### src/rtl/fnseq_pkg.sv
package fnseq_pkg;
  typedef enum logic [1:0] {
    NM_QUIET  = 2'b00,
    NM_MIXED  = 2'b01,
    NM_SPARE  = 2'b10,
    NM_SMOOTH = 2'b11
  } noise_mode_e;

  function automatic logic dither_enabled(input logic [1:0] mode);
    return noise_mode_e'(mode) == NM_SMOOTH;
  endfunction
endpackage

### src/rtl/fnseq_lfsr.sv
module fnseq_lfsr #(
  parameter int W = 16,
  parameter logic [W-1:0] TAPS = 16'hB400,
  parameter logic [W-1:0] SEED = 16'hACE1
) (
  input  logic clk,
  input  logic rst_n,
  input  logic step,
  output logic bit_o
);
  logic [W-1:0] state;

  always_ff @(posedge clk) begin
    if (!rst_n)
      state <= SEED;
    else if (step)
      state <= state[0] ? ((state >> 1) ^ TAPS) : (state >> 1);
  end

  assign bit_o = state[0];
endmodule

### src/rtl/fnseq_accum.sv
module fnseq_accum #(
  parameter int W = 12
) (
  input  logic         clk,
  input  logic         rst_n,
  input  logic         step,
  input  logic [W-1:0] modulus,
  input  logic [W-1:0] addend,
  input  logic         cin,
  output logic [W-1:0] acc_next,
  output logic         carry
);
  localparam int SW = W + 1;

  logic [W-1:0]  acc;
  logic [SW-1:0] sum;

  always_comb begin
    sum      = {1'b0, acc} + {1'b0, addend} + SW'(cin);
    carry    = (sum >= {1'b0, modulus});
    acc_next = carry ? W'(sum - {1'b0, modulus}) : sum[W-1:0];
  end

  always_ff @(posedge clk) begin
    if (!rst_n)
      acc <= '0;
    else if (step)
      acc <= acc_next;
  end
endmodule

### src/rtl/fnseq_floor.sv
module fnseq_floor #(
  parameter int INT_W   = 16,
  parameter int OUT_W   = INT_W + 1,
  parameter int NMIN_LO = 23,
  parameter int NMIN_HI = 75
) (
  input  logic [INT_W-1:0] int_val,
  input  logic             presc_hi,
  output logic             int_err,
  output logic [OUT_W-1:0] floor_val
);
  localparam logic [INT_W-1:0] MIN_LO = INT_W'(NMIN_LO);
  localparam logic [INT_W-1:0] MIN_HI = INT_W'(NMIN_HI);

  logic [INT_W-1:0] limit;

  always_comb begin
    limit     = presc_hi ? MIN_HI : MIN_LO;
    int_err   = (int_val < limit);
    floor_val = {{(OUT_W-INT_W){1'b0}}, limit};
  end
endmodule

### src/rtl/fnseq_ratio_gen.sv
module fnseq_ratio_gen #(
  parameter int INT_W     = 16,
  parameter int FRAC_W    = 12,
  parameter int NMIN_LO   = 23,
  parameter int NMIN_HI   = 75,
  parameter int LFSR_W    = 16,
  parameter logic [LFSR_W-1:0] LFSR_TAPS = 16'hB400,
  parameter logic [LFSR_W-1:0] LFSR_SEED = 16'hACE1,
  localparam int OUT_W    = INT_W + 1
) (
  input  logic              clk,
  input  logic              rst_n,
  input  logic [INT_W-1:0]  int_val,
  input  logic [FRAC_W-1:0] frac_val,
  input  logic [FRAC_W-1:0] mod_val,
  input  logic              presc_hi,
  input  logic [1:0]        noise_mode,
  output logic              div_valid,
  input  logic              div_ready,
  output logic [OUT_W-1:0]  div_val,
  output logic              int_err
);
  import fnseq_pkg::*;

  localparam int STAGES = 2;

  logic              load;
  logic              step;
  logic              frac_zero;
  logic              dither_bit;
  logic              dither;
  logic              c2_prev;
  logic [OUT_W-1:0]  floor_val;
  logic [OUT_W-1:0]  modulated;
  logic [OUT_W-1:0]  next_div;

  logic [FRAC_W-1:0] addend   [STAGES];
  logic [FRAC_W-1:0] acc_next [STAGES];
  logic [STAGES-1:0] cin;
  logic [STAGES-1:0] carry;

  assign load      = !div_valid || div_ready;
  assign frac_zero = (frac_val == '0);
  assign step      = load && !frac_zero;
  assign dither    = dither_enabled(noise_mode) && dither_bit;

  fnseq_lfsr #(
    .W   (LFSR_W),
    .TAPS(LFSR_TAPS),
    .SEED(LFSR_SEED)
  ) u_lfsr (
    .clk  (clk),
    .rst_n(rst_n),
    .step (step),
    .bit_o(dither_bit)
  );

  for (genvar g = 0; g < STAGES; g++) begin : g_stage
    if (g == 0) begin : g_first
      assign addend[g] = frac_val;
      assign cin[g]    = dither;
    end else begin : g_chain
      assign addend[g] = acc_next[g-1];
      assign cin[g]    = 1'b0;
    end

    fnseq_accum #(.W(FRAC_W)) u_acc (
      .clk     (clk),
      .rst_n   (rst_n),
      .step    (step),
      .modulus (mod_val),
      .addend  (addend[g]),
      .cin     (cin[g]),
      .acc_next(acc_next[g]),
      .carry   (carry[g])
    );
  end

  fnseq_floor #(
    .INT_W  (INT_W),
    .OUT_W  (OUT_W),
    .NMIN_LO(NMIN_LO),
    .NMIN_HI(NMIN_HI)
  ) u_floor (
    .int_val  (int_val),
    .presc_hi (presc_hi),
    .int_err  (int_err),
    .floor_val(floor_val)
  );

  // Second-order noise shaping: first carry plus first difference of the second.
  always_comb begin
    modulated = {1'b0, int_val} + OUT_W'(carry[0]) + OUT_W'(carry[1]) - OUT_W'(c2_prev);
    if (int_err)
      next_div = floor_val;
    else if (frac_zero)
      next_div = {1'b0, int_val};
    else
      next_div = modulated;
  end

  always_ff @(posedge clk) begin
    if (!rst_n) begin
      c2_prev   <= 1'b0;
      div_valid <= 1'b0;
      div_val   <= '0;
    end else if (load) begin
      div_valid <= 1'b1;
      div_val   <= next_div;
      if (step)
        c2_prev <= carry[1];
    end
  end
endmodule

### config.mk
export PLATFORM = sky130hd
export DESIGN_NAME = fnseq_ratio_gen
export DESIGN_NICKNAME = d
export VERILOG_FILES = /design/src/rtl/fnseq_pkg.sv /design/src/rtl/fnseq_lfsr.sv /design/src/rtl/fnseq_accum.sv /design/src/rtl/fnseq_floor.sv /design/src/rtl/fnseq_ratio_gen.sv
export SDC_FILE = /design/constraint.sdc
export NUM_CORES = 1
export LEC_CHECK = 0
export BUFFER_PORTS_ARGS = -buffer_cell sky130_fd_sc_hd__buf_2
export CORE_ASPECT_RATIO = 0.6
export CORE_MARGIN = 1
export CORE_UTILIZATION = 26
export DETAILED_ROUTE_END_ITERATION = 10
export PLACE_DENSITY_LB_ADDON = 0.2
export SYNTH_ARGS = -nofsm -noshare
export SYNTH_HDL_FRONTEND = slang
export SYNTH_SLANG_ARGS = --single-unit
### constraint.sdc
create_clock -name clk -period 11 [get_ports clk]
set_clock_uncertainty 0.1 [all_clocks]
set_input_delay 0 -clock clk [delete_from_list [all_inputs] [get_ports clk]]
set_output_delay 0 -clock clk [all_outputs]
set_load 0.02 [all_outputs]
==> flow_summary.yaml <==
run_status:
  status: "finished, final reports clean"
worst_setup_path:
  critPathSlowestCell: "a2111oi_0"
  required_ps: 11110
  slowest_delay_ps: 500
  ff2ff_path_depth: 41
  crit_arrival_ps: 10080
  crit_top_cell: "fa_1"
  cp-start-kind: "flop"
  cp_max_fo: 11
  path_class: "flop to flop"
  cp-end-kind: "flop"
detailed_routing:
  wirelength_um: 17500
  viasPerCell: 5.00
  drc_errors: 0
  num_vias: 5297
  antenna_left: 0
  drt-wirelength-per-cell_um: 16.5
  drtIter0Drc: 329
  firstDrtPassIters: 5
cells_and_area:
  nNetsFinal: 900
  fin_area_um2: 6650
  drive_above_1_share_pct: 12.9
  final_common_cell: "a21oi_1"
  areaGrowthSynthToFinish_pct: 18.9
  final_util_pct: 31.6
  mostFrequentLayoutCells: "a21oi_1 (73), ha_1 (72), buf_2 (64)"
hold_path:
  hold_class: "primary input to flop"
  hold-path-cell-count: 4
timing:
  slew_headroom_pct: 41.1
  rsz0062_at_grt: "false"
  drv_slew: 0
  hold_violations: 0
  setup_violations: 0
  period_share_pct: 90.6
  max_clock_freq_ghz: 0.100
  tns_ps: 0
  hold_ws_ps: 23.4
  fin_crit_ps: 9960
  tightest_slew_ps: 882
grt:
  grt_max_degree: 54
  grt_pass1_vias: 4761
  antenna_found_initial: 2
  overflow: 0
  grt_pass1_wl_um: 27200
  grt_use_total_pct: 16.2
placed_design:
  place.gp.congestion: 0.868
  placed_area_um2: 6200
  io_buffers: 64
  dpl.hpwl_um: 13600
synthesis:
  synthDistinctLibCells: 66
  yosys-mux-area-fraction_pct: 3.85
  syn_area_um2: 5590
  synth_xor_area_share_pct: 6.74
  ys_ff_latch: 59
  synth.avg_cell_area_um2: 7.88
  synth-adder-area-share_pct: 18.6
  synthCells: 710
  synth_edf_count: 0
  yosysSeqAreaShare_pct: 21.1
  yosys_most_used_dff: "dfxtp_1"
  async_flop_share_pct: 0
  syn-num-nets: 835
  synth_compound_area_share_pct: 28.5
  yosys_warnings: 0
  synth_top_family_by_area: "compound AO/OA/AOI/OAI gates"
  synthSimpleGateAreaFrac_pct: 16.2
cts:
  cts_buffer_depth: 2
  h-tree-depth: 3
  post-cts-setup-buffers: 0
  cts_made_buffers: 9
  clkTransAtPathRegs_ps: 50
  clock_latency_ps: 340
  cts_root_buf: "clkbuf_16"
  cts_sinks: 59
  cts_tree: "yes"
floorplanning:
  rows: 41
  die_y_um: 116
  initial_core_util_pct: 26.6
  ios: 65
  core_um2: 21000
  dieArea_um2: 22100
  die_x_um: 191
job:
  cap_violations: 0
==> path summary, 6_finish.rpt <==
check / start / endpoint / slack, ps
max: u_lfsr.state[0]$_SDFFE_PN1P_ / div_val[14]$_SDFFE_PN0N_ / 1040
min: int_val[15] / div_val[16]$_SDFFE_PN0N_ / 20
max reg2reg: u_lfsr.state[0]$_SDFFE_PN1P_ / div_val[14]$_SDFFE_PN0N_ / 1040
min reg2reg: u_lfsr.state[10]$_SDFFE_PN1P_ / u_lfsr.state[9]$_SDFFE_PN0P_ / 350
==> kinds of logic after synthesis <==
| family | count (synthesis) |
|---|---|
| AO/OA/AOI/OAI | 248 |
| XOR/XNOR | 43 |
| adder cells (fa/ha/maj) | 79 |
| buffers and inverters | 72 |
| flip-flops | 59 |
| multiplexers | 18 |
| AND/OR/NAND/NOR | 191 |
==> state kept, by name (all words and copies together), names as in the netlist <==
signal             count
g_stage.u_acc.acc     24
div_val               17
u_lfsr.state          16
c2_prev                1
div_valid              1
==> Yosys cell counts, drive strengths merged (4+ instances only) <==
| library cell | count | share of area (%) |
|---|---|---|
| o31a | 4 | 0.63 |
| clkbuf | 20 | 1.3 |
| dfxtp | 59 | 21 |
| mux2i | 11 | 2.0 |
| a21oi | 73 | 6.5 |
| nor2 | 42 | 2.8 |
| a21o | 8 | 1.1 |
| a211oi | 13 | 1.7 |
| o211ai | 7 | 0.94 |
| fa | 7 | 2.5 |
| xnor2 | 32 | 5.0 |
| o21bai | 6 | 0.81 |
| nand4 | 6 | 0.67 |
| o31ai | 4 | 0.54 |
| o21ba | 8 | 1.4 |
| nand2b | 4 | 0.45 |
| nand2 | 60 | 4.0 |
| o21ai | 60 | 5.4 |
| xor2 | 11 | 1.7 |
| o21a | 22 | 3.0 |
| inv | 47 | 3.2 |
| buf | 5 | 0.54 |
| ha | 72 | 16 |
| mux2 | 7 | 1.9 |
| nand3 | 29 | 2.6 |
| nor4 | 10 | 1.1 |
| a31o | 4 | 0.63 |
| o22ai | 5 | 0.56 |
| nor2b | 12 | 1.5 |
| nor3 | 12 | 1.1 |
| a31oi | 7 | 0.78 |
==> repair_timing <==
action / 4_1_cts / 5_1_grt
endpoints found under the setup margin: 0 / 1
hold endpoints to repair: 10 / 0
gates resized for setup: 0 / 1
hold buffers: 10 / 0
==> per-stage QoR <==
stage | setup slack, ps | instances
final | 1040 | 1060
after global placement | 1310 | 1033
after floorplan | 2300 | 710
after global routing | 86.6 | 1060
after CTS | 827 | 1059
after detailed placement | 888 | 1033
==> worst max-delay path: cells and delay by family, from the launching register on <==
family,cells,cell delay [ps]
flip-flops,1,390
AND/OR/NAND/NOR,7,1270
XOR/XNOR,2,290
buffers and inverters,4,370
multiplexers,1,180
AO/OA/AOI/OAI,19,4630
adder cells (fa/ha/maj),8,2620
==> layer usage <==
layer	track usage, %	up-vias	wire (um)
li1	-	2728	-
met1	26.8	2438	10400
met2	20.4	118	6210
met3	2.91	13	771
met4	3.60	0	169
met5	0	-	0
==> area by class of cell <==
class | count | area [um2]
antenna | 1 | 2.50
tap | 279 | 349
inverter | 47 | 176
sequential | 59 | 1180
timing repair buffer | 79 | 458
clock buffer | 11 | 243
fill | 2253 | 14400
multi-input combinational | 579 | 4140
clock inverter | 5 | 100
Power is not shown: default switching activity piles up to over one toggle a cycle in this logic, so the estimate is an artifact.
